### src/rtl/irs_pkg.sv
package irs_pkg;
  localparam int LEN_W   = 7;
  localparam int LEN_MAX = (1 << LEN_W) - 1;

  typedef struct packed {
    logic             lvl;
    logic [LEN_W-1:0] len;
  } run_byte_t;

  localparam logic LVL_SPACE = 1'b0;
  localparam logic LVL_PULSE = 1'b1;
endpackage

### src/rtl/irs_line_sync.sv
module irs_line_sync #(
  parameter int STAGES = 2
) (
  input  logic clk,
  input  logic rst,
  input  logic pol_inv,
  input  logic ir_in,
  output logic lvl
);
  logic [STAGES-1:0] sh_q;

  generate
    if (STAGES == 1) begin : g_one
      always_ff @(posedge clk) begin
        if (rst) sh_q <= '0;
        else     sh_q <= ir_in;
      end
    end else begin : g_chain
      always_ff @(posedge clk) begin
        if (rst) sh_q <= '0;
        else     sh_q <= {sh_q[STAGES-2:0], ir_in};
      end
    end
  endgenerate

  assign lvl = sh_q[STAGES-1] ^ pol_inv;
endmodule

### src/rtl/irs_tick_gen.sv
module irs_tick_gen #(
  parameter int DIV = 64
) (
  input  logic clk,
  input  logic rst,
  input  logic run_en,
  output logic tick
);
  localparam int CW = (DIV > 1) ? $clog2(DIV) : 1;
  localparam logic [CW-1:0] LAST = CW'(DIV - 1);

  logic [CW-1:0] cnt_q;

  always_ff @(posedge clk) begin
    if (rst || !run_en)     cnt_q <= '0;
    else if (cnt_q == LAST) cnt_q <= '0;
    else                    cnt_q <= cnt_q + 1'b1;
  end

  assign tick = run_en && (cnt_q == LAST);

  assert_tick_single_R1: assert property (@(posedge clk) disable iff (rst)
    tick |=> !tick) else $error("tick lasted two cycles");

  assert_div_held_R1: assert property (@(posedge clk) disable iff (rst)
    !run_en |=> (cnt_q == '0)) else $error("divider not held while disabled");
endmodule

### src/rtl/irs_run_tracker.sv
module irs_run_tracker
  import irs_pkg::*;
#(
  parameter int NOISE_W = 6,
  parameter int IDLE_W  = 8
) (
  input  logic               clk,
  input  logic               rst,
  input  logic               run_en,
  input  logic               tick,
  input  logic               lvl,
  input  logic [NOISE_W-1:0] noise_thr,
  input  logic [IDLE_W-1:0]  idle_thr,
  output logic               byte_vld,
  output run_byte_t          byte_dat,
  output logic               pkt_end
);
  localparam int TW = LEN_W + 2;
  localparam logic [TW-1:0] TMAX = TW'(LEN_MAX);
  localparam logic [IDLE_W-1:0] IDLE_SAT = '1;

  logic               cur_q, cur_n;
  logic [LEN_W-1:0]   len_q, len_n;
  logic [NOISE_W-1:0] pend_q, pend_n;
  logic [IDLE_W-1:0]  idle_q, idle_n;
  logic               quiet_q, quiet_n;

  logic               emit_n, pend_n_end;
  run_byte_t          emit_dat;

  logic [NOISE_W:0]   pend_inc;
  logic [TW-1:0]      total;

  assign pend_inc = {1'b0, pend_q} + (NOISE_W+1)'(1);
  assign total    = TW'(len_q) + TW'(pend_q) + TW'(1);

  always_comb begin
    cur_n      = cur_q;
    len_n      = len_q;
    pend_n     = pend_q;
    idle_n     = idle_q;
    quiet_n    = quiet_q;
    emit_n     = 1'b0;
    pend_n_end = 1'b0;
    emit_dat   = '0;
    if (tick) begin
      if (lvl) idle_n = '0;
      else if (idle_q != IDLE_SAT) idle_n = idle_q + 1'b1;

      if (lvl != cur_q) begin
        if (pend_inc >= {1'b0, noise_thr}) begin
          // confirmed level change: close the old run
          if (!quiet_q && len_q != '0) begin
            emit_n   = 1'b1;
            emit_dat = '{lvl: cur_q, len: len_q};
          end
          cur_n   = lvl;
          len_n   = LEN_W'(pend_inc);
          pend_n  = '0;
          quiet_n = 1'b0;
        end else begin
          pend_n = pend_inc[NOISE_W-1:0];
        end
      end else if (quiet_q) begin
        len_n  = '0;
        pend_n = '0;
      end else begin
        pend_n = '0;
        if (total >= TMAX) begin
          emit_n   = 1'b1;
          emit_dat = '{lvl: cur_q, len: LEN_W'(LEN_MAX)};
          len_n    = LEN_W'(total - TMAX);
        end else if (cur_q == LVL_SPACE && idle_thr != '0 && idle_n >= idle_thr) begin
          emit_n     = 1'b1;
          emit_dat   = '{lvl: LVL_SPACE, len: LEN_W'(total)};
          pend_n_end = 1'b1;
          quiet_n    = 1'b1;
          len_n      = '0;
        end else begin
          len_n = LEN_W'(total);
        end
      end
    end
  end

  always_ff @(posedge clk) begin
    if (rst || !run_en) begin
      cur_q    <= LVL_SPACE;
      len_q    <= '0;
      pend_q   <= '0;
      idle_q   <= '0;
      quiet_q  <= 1'b1;
      byte_vld <= 1'b0;
      byte_dat <= '0;
      pkt_end  <= 1'b0;
    end else begin
      cur_q    <= cur_n;
      len_q    <= len_n;
      pend_q   <= pend_n;
      idle_q   <= idle_n;
      quiet_q  <= quiet_n;
      byte_vld <= emit_n;
      pkt_end  <= pend_n_end;
      if (emit_n) byte_dat <= emit_dat;
    end
  end

  assert_byte_single_R9: assert property (@(posedge clk) disable iff (rst)
    byte_vld |=> !byte_vld) else $error("byte strobe lasted two cycles");

  assert_pkt_single_R9: assert property (@(posedge clk) disable iff (rst)
    pkt_end |=> !pkt_end) else $error("packet end lasted two cycles");

  assert_len_nonzero_R2: assert property (@(posedge clk) disable iff (rst)
    byte_vld |-> (byte_dat.len != '0)) else $error("zero-length byte");

  assert_pkt_with_space_R6: assert property (@(posedge clk) disable iff (rst)
    pkt_end |-> (byte_vld && byte_dat.lvl == LVL_SPACE)) else $error("packet end without space byte");

  assert_quiet_when_off_R8: assert property (@(posedge clk) disable iff (rst)
    !run_en |=> (!byte_vld && !pkt_end)) else $error("output while disabled");

  assert_silent_in_quiet_R7: assert property (@(posedge clk) disable iff (rst)
    (quiet_q && !lvl) |=> !byte_vld) else $error("byte while idle after packet end");
endmodule

### src/rtl/ir_runlen_sampler.sv
module ir_runlen_sampler
  import irs_pkg::*;
#(
  parameter int DIV         = 64,
  parameter int NOISE_W     = 6,
  parameter int IDLE_W      = 8,
  parameter int SYNC_STAGES = 2
) (
  input  logic               clk,
  input  logic               rst,
  input  logic               glb_en,
  input  logic               rx_en,
  input  logic               pol_inv,
  input  logic [NOISE_W-1:0] noise_thr,
  input  logic [IDLE_W-1:0]  idle_thr,
  input  logic               ir_in,
  output logic               byte_vld,
  output logic [LEN_W:0]     byte_dat,
  output logic               pkt_end
);
  logic      run_en;
  logic      tick;
  logic      lvl;
  run_byte_t rb;

  assign run_en = glb_en & rx_en;

  irs_line_sync #(.STAGES(SYNC_STAGES)) u_sync (
    .clk(clk), .rst(rst), .pol_inv(pol_inv), .ir_in(ir_in), .lvl(lvl)
  );

  irs_tick_gen #(.DIV(DIV)) u_tick (
    .clk(clk), .rst(rst), .run_en(run_en), .tick(tick)
  );

  irs_run_tracker #(.NOISE_W(NOISE_W), .IDLE_W(IDLE_W)) u_track (
    .clk(clk), .rst(rst), .run_en(run_en), .tick(tick), .lvl(lvl),
    .noise_thr(noise_thr), .idle_thr(idle_thr),
    .byte_vld(byte_vld), .byte_dat(rb), .pkt_end(pkt_end)
  );

  assign byte_dat = rb;
endmodule

### config.mk
export PLATFORM = sky130hd
export DESIGN_NAME = ir_runlen_sampler
export DESIGN_NICKNAME = d
export VERILOG_FILES = /design/src/rtl/irs_pkg.sv /design/src/rtl/irs_line_sync.sv /design/src/rtl/irs_tick_gen.sv /design/src/rtl/irs_run_tracker.sv /design/src/rtl/ir_runlen_sampler.sv
export SDC_FILE = /design/constraint.sdc
export NUM_CORES = 1
export LEC_CHECK = 0
export ABC_AREA = 1
export CAP_MARGIN = 15
export CELL_PAD_IN_SITES_DETAIL_PLACEMENT = 1
export CELL_PAD_IN_SITES_GLOBAL_PLACEMENT = 2
export CORE_MARGIN = 2
export CORE_UTILIZATION = 34
export CTS_BUF_LIST = sky130_fd_sc_hd__clkbuf_4 sky130_fd_sc_hd__clkbuf_8 sky130_fd_sc_hd__clkbuf_16
export DETAILED_ROUTE_END_ITERATION = 8
export PLACE_DENSITY = 0.89
export RECOVER_POWER = 50
export SYNTH_ARGS = -nofsm -noshare
export SYNTH_HDL_FRONTEND = slang
export SYNTH_SLANG_ARGS = --single-unit
export TNS_END_PERCENT = 10
### constraint.sdc
create_clock -name clk -period 4.88 [get_ports clk]
set_clock_uncertainty 0.1 [all_clocks]
set_input_delay 0.976 -clock clk [delete_from_list [all_inputs] [get_ports clk]]
set_output_delay 0.976 -clock clk [all_outputs]
set_load 0.03 [all_outputs]
==> metrics.csv, run 1 <==
metric;value;unit
outcome;completed;
cts_buffers;5;
drtPass1Iterations;4;
io_buffers;29;
clock_sinks;41;
pre_cts_slack;995;ps
power_leakage;1.75;nW
hold_path_class;flip-flop to flip-flop;
yosysSeqAreaShare;27.3;%
rsz0062_at_grt;false;
start_kind;primary input;
cp.required;4970;ps
cts-root-buf;clkbuf_8;
drc;0;
criticalPathCategory;primary input to flip-flop;
fmax;282;MHz
diodes;0;
ir_drop;96.2;uV
ios;30;
tns;0;ps
drt_iter0_drc;89;
post_cts_buffers;0;
routedWlPerCell;14.2;um
tightest_slew;983;ps
hold_buffers;0;
viasPerCell;4.96;
period_share;72.7;%
finalWeightedCongestion;0.807;
syn_area_per_cell;6.49;um^2
finalNetCount;541;
postLayoutCoreUtil;40.7;%
slowest_stage;clkdlybuf4s50_1;
start_util;34.8;%
slew_headroom;34.0;%
netlist_instances;463;
drv_slew;0;
antenna_found_initial;0;
drive_gt1_share;5.03;%
route.vias.total;3001;
cts_resized;0;
rows;34;
core_area;8640;um^2
cp_common_cell;nand2_1;
setup_ws;1330;ps
max_stage_delay;420;ps
cp_data_arrival_time;3640;ps
cp-end-kind;flip-flop;
fp.dieH;98.0;um
grt_overflow;0;
dp_hpwl;6970;um
grtUsageTotal;18.5;%
crit_buf_inv;2;
path_cells;clkdlybuf4s50_1 > xnor2_1 > inv_1 > a211oi_1 > ha_1 > nand2_1 > nor2_1 > nand4_1 > nand3_1 > nand2_1 > nand3_4 > nand2_4 > nand2_4 > nand2_4 > nand2_1 > nand2_1 > nor2_1;
area_growth;17.1;%
synth-seq-cells;41;
synth_fp_nets;508;
grt_max_degree;19;
htree_levels;2;
die_w;98.0;um
grt_pass1_wl;14700;um
hold_viol;0;
worst_path_dominant_cell_family;simple AND/OR/NAND/NOR gates;
antenna_left;0;
maxCapViolCount;0;
synth_cell_types;37;
setup_viol;0;
cts_tree;built;
wirelength;8570;um
ys_warn_count;0;
netlist_area;3000;um^2
power_density;180;nW/um^2
grt_pass1_vias;3159;
min_period;3550;ps
clock_latency;300;ps
clock_path_buffers;2;
crit_fanout;15;
fp.dieArea;9600;um^2
cts.clk_slew.worst_paths;80;ps
per-stage QoR:
stage          area (um^2)  cells  power, mW  hold slack [ps]
5_1_grt               3520    605      0.660              350
4_1_cts               3520    604      0.643              326
6_report              3520    605      0.633              323
2_1_floorplan         3000    463      0.366              288
3_5_place_dp          3420    596      0.390              312
3_3_place_gp          3420    596      0.390              294
area by class of cell:
cell class,instances,area (um^2)
Timing Repair Buffer,33,317
Multi-Input combinational cell,336,1850
Tap cell,108,135
Sequential cell,41,821
Clock inverter,1,5.00
Inverter,79,297
Clock buffer,7,96.3
Fill cell,1157,5120
cell usage in the layout, fill, tap and decap left out, drive strengths merged, types with 11 or more instances in the layout:
cell type	n
inv	78
nand3	32
dfxtp	41
dlygate4sd3	11
ha	24
clkdlybuf4s50	18
a21oi	30
nand2	106
o21ai	31
nor2	63
where the power goes:
| group | internal [mW] | switching, mW |
|---|---|---|
| clock network | 0.128 | 0.123 |
| logic | 0.0218 | 0.0241 |
| registers | 0.335 | 0.000723 |
final timing paths:
path,startpoint,end,slack [ps],depth (start not counted)
setup reg to reg,u_track.idle_q[0],u_track.byte_dat[4],1370,21
setup / recovery,pol_inv,u_track.byte_dat[4],1330,17
hold / removal,u_sync.sh_q[0],u_sync.sh_q[1],320,2
hold reg to reg,u_sync.sh_q[0],u_sync.sh_q[1],320,2
cell usage after synthesis, drive strengths merged:
cell / count / share of area, %
nand2: 106 / 14
inv: 78 / 9.7
nor2: 63 / 8.0
dfxtp: 41 / 27
nand3: 32 / 5.9
o21ai: 31 / 5.2
a21oi: 30 / 5.0
ha: 24 / 10
nand4: 8 / 1.7
xor2: 8 / 2.6
nor3: 6 / 1.4
a211oi: 5 / 1.3
nor4: 5 / 1.0
xnor2: 5 / 1.5
buf: 4 / 0.96
clkbuf: 3 / 0.37
nand3b: 3 / 0.75
o211ai: 2 / 0.50
or2: 2 / 0.42
a31o: 1 / 0.29
a31oi: 1 / 0.21
clkinv: 1 / 0.12
fa: 1 / 0.67
nor3b: 1 / 0.25
o21a: 1 / 0.25
o221ai: 1 / 0.29
cells by family (layout without fill, tap and decap cells):
| logic type | after synthesis | after routing | share of synthesized area, % |
|---|---|---|---|
| and+or+nand+nor | 226 | 226 | 33.8 |
| buffers and inverters | 86 | 120 | 11.2 |
| AOI/OAI and AO/OA | 72 | 72 | 13.0 |
| DFF | 41 | 41 | 27.3 |
| adders and majority gates | 25 | 25 | 10.7 |
| xor gates and xnor gates | 13 | 13 | 4.04 |
state kept, by name, summed over array words and instances (netlist names):
register,cells
u_track.idle_q,8
u_track.quiet_q,1
u_track.len_q,7
u_track.byte_dat,8
u_track.pend_q,6
u_track.pkt_end,1
u_tick.cnt_q,6
u_sync.sh_q,2
u_track.byte_vld,1
u_track.cur_q,1
routing by layer:
| metal | track usage (%) | up-vias | part of all wire (%) |
|---|---|---|---|
| li1 | - | 1553 | - |
| met1 | 23.3 | 1408 | 47 |
| met2 | 33.5 | 31 | 50 |
| met3 | 2.29 | 9 | 2.0 |
| met4 | 4.49 | 0 | 1.3 |
| met5 | 0 | - | 0 |
worst reg2reg max path, delay by kind of cell, from the launching register on:
kind	cells	cell delay (ps)
buffers and inverters	2	320
flip-flops	1	410
adder cells (fa/ha/maj)	2	540
AND/OR/NAND/NOR	15	1810
AO/OA/AOI/OAI	2	250
No activity file was read; power rests on OpenSTA's default activity.
==> run 2, diff against run 1 <==
--- a/config.mk
+++ b/config.mk
@@ -10,10 +10,10 @@
 export CELL_PAD_IN_SITES_DETAIL_PLACEMENT = 1
 export CELL_PAD_IN_SITES_GLOBAL_PLACEMENT = 2
 export CORE_MARGIN = 2
-export CORE_UTILIZATION = 34
+export CORE_UTILIZATION = 31
 export CTS_BUF_LIST = sky130_fd_sc_hd__clkbuf_4 sky130_fd_sc_hd__clkbuf_8 sky130_fd_sc_hd__clkbuf_16
 export DETAILED_ROUTE_END_ITERATION = 8
-export PLACE_DENSITY = 0.89
+export PLACE_DENSITY = 0.82
 export RECOVER_POWER = 50
 export SYNTH_ARGS = -nofsm -noshare
 export SYNTH_HDL_FRONTEND = slang
==> constraint.sdc (replaced) <==
create_clock -name clk -period 3.35 [get_ports clk]
set_clock_uncertainty 0.1 [all_clocks]
set_input_delay 0.67 -clock clk [delete_from_list [all_inputs] [get_ports clk]]
set_output_delay 0.67 -clock clk [all_outputs]
set_load 0.03 [all_outputs]
==> run 2 against run 1 <==
  * Wire length rose by 4.2%
  * Critical path type is now flip-flop to flip-flop
  * Critical endpoint is now u_track.len_q[1]
  * Cell count rose by 6.8%
  * Die area rose by 9.3%
  * Worst hold slack improved by 3.5 ps
  * Flip-flop and latch count did not move
==> metrics.csv, run 2 (synthesized netlist as in run 1, its figures left out) <==
metric;value;unit;change
layout_commonest_cell;nand2_1;;unchanged
maxCapViolCount;0;;unchanged
grtUsageTotal;18.1;%;was 18.5%
stdcell_area;3780;um^2;was 3520 um^2
finalNetCount;561;;was 541
cp_data_arrival_time;3260;ps;was 3640 ps
mostFrequentLayoutCells;99 x nand2_1, 75 x inv_1, 60 x nor2_1, 39 x dfxtp_1;;was 100 x nand2_1, 77 x inv_1, 62 x nor2_1, 41 x dfxtp_1, 31 x o21ai_0
cp.required;3500;ps;was 4970 ps
cts-root-buf;clkbuf_8;;unchanged
rows;35;;was 34
drtPass1Iterations;4;;unchanged
hold_viol;0;;unchanged
num-fill-cells;1216;;was 1157
placed_area;3570;um^2;was 3420 um^2
grt_overflow;0;;unchanged
multiInputGateArea;1900;um^2;was 1850 um^2
power_leakage;1.85;nW;was 1.75 nW
outcome;completed;;unchanged
route.vias.total;3074;;was 3001
reg_top3;u_track.byte_dat: 8 flops, u_track.idle_q: 8 flops, u_track.len_q: 7 flops;;unchanged
grt_pass1_wl;15200;um;was 14700 um
regArea;826;um^2;was 821 um^2
postLayoutCoreUtil;40.6;%;was 40.7%
power_density;279;nW/um^2;was 180 nW/um^2
grt_max_degree;30;;was 19
ios;30;;unchanged
hold_slack;326;ps;was 323 ps
min_period;3120;ps;
setup_ws;235;ps;was 1330 ps
drt_iter0_drc;51;;was 89
slew_headroom;64.8;%;was 34.0%
area_growth;26.0;%;was 17.1%
routedWlPerCell;13.8;um;was 14.2 um
clock_latency;300;ps;about the same
core_area;9330;um^2;was 8640 um^2
diodes;0;;unchanged
setup_viol;0;;unchanged
grt_pass1_vias;3124;;was 3159
cp-end-kind;flip-flop;;unchanged
period_share;93.0;%;
fp.dieArea;10500;um^2;was 9600 um^2
start_util;32.2;%;was 34.8%
antenna_found_initial;0;;unchanged
drive_gt1_share;11.2;%;was 5.03%
cts_tree;built;;unchanged
criticalPathCategory;flip-flop to flip-flop;;was primary input to flip-flop
placedCellCount;634;;was 596
drc;0;;unchanged
finalWeightedCongestion;0.833;;was 0.807
htree_levels;2;;unchanged
ir_drop;148;uV;was 96.2 uV
start_kind;flip-flop;;was primary input
antenna_left;0;;unchanged
fin_cells;646;;was 605
crit_fanout;5;;was 15
dp_hpwl;7250;um;was 6970 um
pre_cts_slack;-210;ps;was 995 ps
cts.clk_slew.worst_paths;90;ps;was 80 ps
hold_path_class;flip-flop to flip-flop;;unchanged
clock_sinks;41;;unchanged
fmax;321;MHz;
drv_slew;0;;unchanged
viasPerCell;4.76;;was 4.96
wirelength;8930;um;was 8570 um
clock_path_buffers;2;;unchanged
tightest_slew;527;ps;was 983 ps
fp.dieH;102;um;was 98.0 um
die_w;102;um;was 98.0 um
cts_buffers;5;;unchanged
io_buffers;29;;unchanged
-- run 2: routing by layer --
layer / vias up / global-route usage [%] / part of all wire [%]
li1: 1594 / - / -
met1: 1453 / 23.0 / 46
met2: 22 / 33.2 / 51
met3: 5 / 2.26 / 1.9
met4: 0 / 2.56 / 0.49
met5: - / 0 / 0
-- run 2: worst max-delay path: stages, from the launching register on --
cell,delay (ps)
dfxtp_4,380
ha_2,200
nand3_1,100
inv_1,80
nand3_1,120
nor3_2,260
buf_4,160
o21ai_0,90
nor2_1,160
ha_1,270
a21oi_1,150
o21ai_1,70
nand2_1,60
nand3_1,80
nand2_2,130
nand3_4,110
buf_4,160
or2_0,210
nand3_1,90
nand2_1,50
inv_1,40
-- run 2: area by class of cell --
class                      instances  area share (%)
clock buffer                       5            1.82
sequential                        41            21.8
timing repair buffer              53            12.3
inverter                          79            7.84
tap                              129            4.27
clock inverter                     3            1.82
multi-input combinational        336            50.1
-- run 2: worst paths after layout --
kind / cells past startpoint / slack, ps / end / start
hold / removal: 2 / 330 / u_sync.sh_q[1] / u_sync.sh_q[0]
hold reg to reg: 2 / 330 / u_sync.sh_q[1] / u_sync.sh_q[0]
setup reg to reg: 20 / 230 / u_track.len_q[1] / u_track.idle_q[0]
setup / recovery: 20 / 230 / u_track.len_q[1] / u_track.idle_q[0]
-- run 2: repair_timing --
item	CTS	global route
hold buffers	0	0
setup buffers	0	4
resized for setup	2	15
endpoints found under the setup margin	9	18
pin swaps	0	2
-- run 2: metrics by stage --
| step | TNS (ps) | power [mW] |
|---|---|---|
| floorplan | 0 | 0.533 |
| global placement | -1200 | 0.575 |
| detailed placement | -2330 | 0.577 |
| CTS | 0 | 1.06 |
| global route | -350 | 1.10 |
| finish | 0 | 1.05 |
-- run 2: report_power, final --
| group | switching (mW) | leakage [nW] | internal, mW |
|---|---|---|---|
| registers | 0.00108 | 0.332 | 0.488 |
| logic | 0.0386 | 1.45 | 0.0382 |
| clock network | 0.188 | 0.0687 | 0.300 |
| total | 0.228 | 1.85 | 0.826 |
==> run 3, diff against run 2 <==
--- a/config.mk
+++ b/config.mk
@@ -13,8 +13,10 @@
 export CORE_UTILIZATION = 31
 export CTS_BUF_LIST = sky130_fd_sc_hd__clkbuf_4 sky130_fd_sc_hd__clkbuf_8 sky130_fd_sc_hd__clkbuf_16
 export DETAILED_ROUTE_END_ITERATION = 8
+export GPL_TIMING_DRIVEN = 0
 export PLACE_DENSITY = 0.82
 export RECOVER_POWER = 50
+export SKIP_CTS_REPAIR_TIMING = 1
 export SYNTH_ARGS = -nofsm -noshare
 export SYNTH_HDL_FRONTEND = slang
 export SYNTH_SLANG_ARGS = --single-unit
==> run 3 against run 2 <==
  * Clock-buffer cell count unchanged
  * Largest power group unchanged
  * Sequential share of layout area increased by 0.67 points
  * Highest routed layer unchanged
  * Critical path type is now primary input to flip-flop
  * Sequential power about the same
==> metrics.csv, run 3 (synthesized netlist as in run 1, its figures left out) <==
metric;value;unit;change
multiInputGateArea;1930;um^2;was 1900 um^2
postLayoutCoreUtil;39.4;%;was 40.6%
io_buffers;29;;unchanged
reg_top3;u_track.byte_dat: 8 flops, u_track.idle_q: 8 flops, u_track.len_q: 7 flops;;unchanged
hold_path_class;flip-flop to flip-flop;;unchanged
criticalPathCategory;primary input to flip-flop;;was flip-flop to flip-flop
ir_drop;158;uV;was 148 uV
hold_viol;0;;unchanged
reg2reg_slack;250;ps;was 230 ps
ios;30;;unchanged
cp.required;3440;ps;was 3500 ps
drtPass1Iterations;4;;unchanged
num-fill-cells;1232;;was 1216
cts-root-buf;clkbuf_8;;unchanged
slowest_stage;clkdlybuf4s50_1;;was dfxtp_4
fp.dieH;102;um;unchanged
slew_headroom;59.7;%;was 64.8%
cts_buffers;5;;unchanged
wirelength;8450;um;was 8930 um
power_density;266;nW/um^2;was 279 nW/um^2
viasPerCell;4.88;;was 4.76
dp_hpwl;6900;um;was 7250 um
rr_worst_depth;20;;unchanged
area_growth;22.2;%;was 26.0%
grt_max_degree;15;;was 30
fmax;321;MHz;about the same
stdcell_area;3670;um^2;was 3780 um^2
grtUsageTotal;17.0;%;was 18.1%
die_w;102;um;unchanged
clock_path_buffers;2;;unchanged
finalNetCount;545;;was 561
maxCapViolCount;0;;unchanged
layout_commonest_cell;nand2_1;;unchanged
diodes;0;;unchanged
antenna_found_initial;0;;unchanged
worstReg2RegStart;u_track.idle_q[0];;unchanged
antenna_left;0;;unchanged
hold_slack;314;ps;was 326 ps
grt_pass1_vias;3088;;was 3124
placed_area;3450;um^2;was 3570 um^2
setup_ws;237;ps;was 235 ps
finalWeightedCongestion;0.771;;was 0.833
grt_overflow;0;;unchanged
mostFrequentLayoutCells;99 x nand2_1, 75 x inv_1, 61 x nor2_1, 39 x dfxtp_1, 30 x o21ai_0;;was 99 x nand2_1, 75 x inv_1, 60 x nor2_1, 39 x dfxtp_1
outcome;completed;;unchanged
cts.clk_slew.worst_paths;90;ps;about the same
power_leakage;1.78;nW;was 1.85 nW
regArea;826;um^2;unchanged
rows;35;;unchanged
drv_slew;0;;unchanged
pre_cts_slack;-514;ps;was -210 ps
tightest_slew;603;ps;was 527 ps
period_share;92.9;%;was 93.0%
clock_sinks;41;;unchanged
worstSetupStartpoint;pol_inv;;was u_track.idle_q[0]
drt_iter0_drc;62;;was 51
max_stage_delay;450;ps;was 380 ps
clock_latency;300;ps;about the same
routedWlPerCell;13.4;um;was 13.8 um
start_util;32.2;%;unchanged
cp_data_arrival_time;3200;ps;was 3260 ps
drive_gt1_share;8.58;%;was 11.2%
drc;0;;unchanged
cp-end-kind;flip-flop;;unchanged
route.vias.total;3073;;was 3074
cts_tree;built;;unchanged
crit_fanout;10;;was 5
crit_end;u_track.byte_dat[5];;was u_track.len_q[1]
htree_levels;2;;unchanged
fp.dieArea;10500;um^2;unchanged
path_cells;clkdlybuf4s50_1 > xnor2_2 > inv_2 > a211oi_2 > ha_1 > nand2_1 > nor2_1 > nand4_1 > nand3_2 > nand2_4 > nand3_4 > nand2_4 > nand2_4 > nand2_8 > buf_8 > nor2_1 > nor2_1;;was ha_2 > nand3_1 > inv_1 > nand3_1 > nor3_2 > buf_4 > o21ai_0 > nor2_1 > ha_1 > a21oi_1 > o21ai_1 > nand2_1 > nand3_1 > nand2_2 > nand3_4 > buf_4 > or2_0 > nand3_1 > nand2_1 > inv_1
grt_pass1_wl;14300;um;was 15200 um
p_total;0.975;mW;was 1.05 mW
worstReg2RegEnd;u_track.len_q[1];;unchanged
start_kind;primary input;;was flip-flop
setup_viol;0;;unchanged
core_area;9330;um^2;unchanged
min_period;3110;ps;was 3120 ps
## run 3: how the worst min path moves through the flow
stage,from,endpoint,slack [ps],cells after the start
2_1_floorplan,u_sync.sh_q[0],u_sync.sh_q[1],290,2
3_3_place_gp,u_sync.sh_q[0],u_sync.sh_q[1],300,2
3_5_place_dp,u_sync.sh_q[0],u_sync.sh_q[1],300,2
4_1_cts,u_sync.sh_q[0],u_sync.sh_q[1],320,2
5_1_grt,u_sync.sh_q[0],u_sync.sh_q[1],320,2
6_report,u_sync.sh_q[0],u_sync.sh_q[1],310,2
## run 3: cell type report
| cell class | instances | area share [%] |
|---|---|---|
| clock buffer | 5 | 1.87 |
| multi-input combinational | 336 | 52.5 |
| timing repair buffer | 30 | 8.21 |
| sequential | 41 | 22.5 |
| tap | 129 | 4.40 |
| inverter | 79 | 8.08 |
| buffer | 7 | 1.19 |
| clock inverter | 3 | 1.26 |
## run 3: worst max-delay path: cells and delay by family
| family | cells | cell delay, ps |
|---|---|---|
| simple gates | 11 | 1030 |
| buf+inv | 3 | 760 |
| xor+xnor | 1 | 290 |
| compound gates | 1 | 270 |
| fa+ha+maj | 1 | 170 |
## run 3: metrics by stage
| step | cells | TNS, ps |
|---|---|---|
| finish | 630 | 0 |
| global route | 630 | -63.3 |
| CTS | 629 | -2350 |
| detailed placement | 621 | -7640 |
| global placement | 621 | -7460 |
| floorplan | 463 | 0 |
## run 3: metal layers
layer	up-vias	track usage [%]	wire, um
met5	-	0	0
met1	1485	21.8	4010
li1	1567	-	-
met3	5	2.33	131
met2	16	31.2	4270
met4	0	2.15	43
## run 3: power breakdown
part	switching (mW)	internal, mW
Combinational	0.0363	0.0327
Clock	0.194	0.223
Sequential	0.00109	0.488
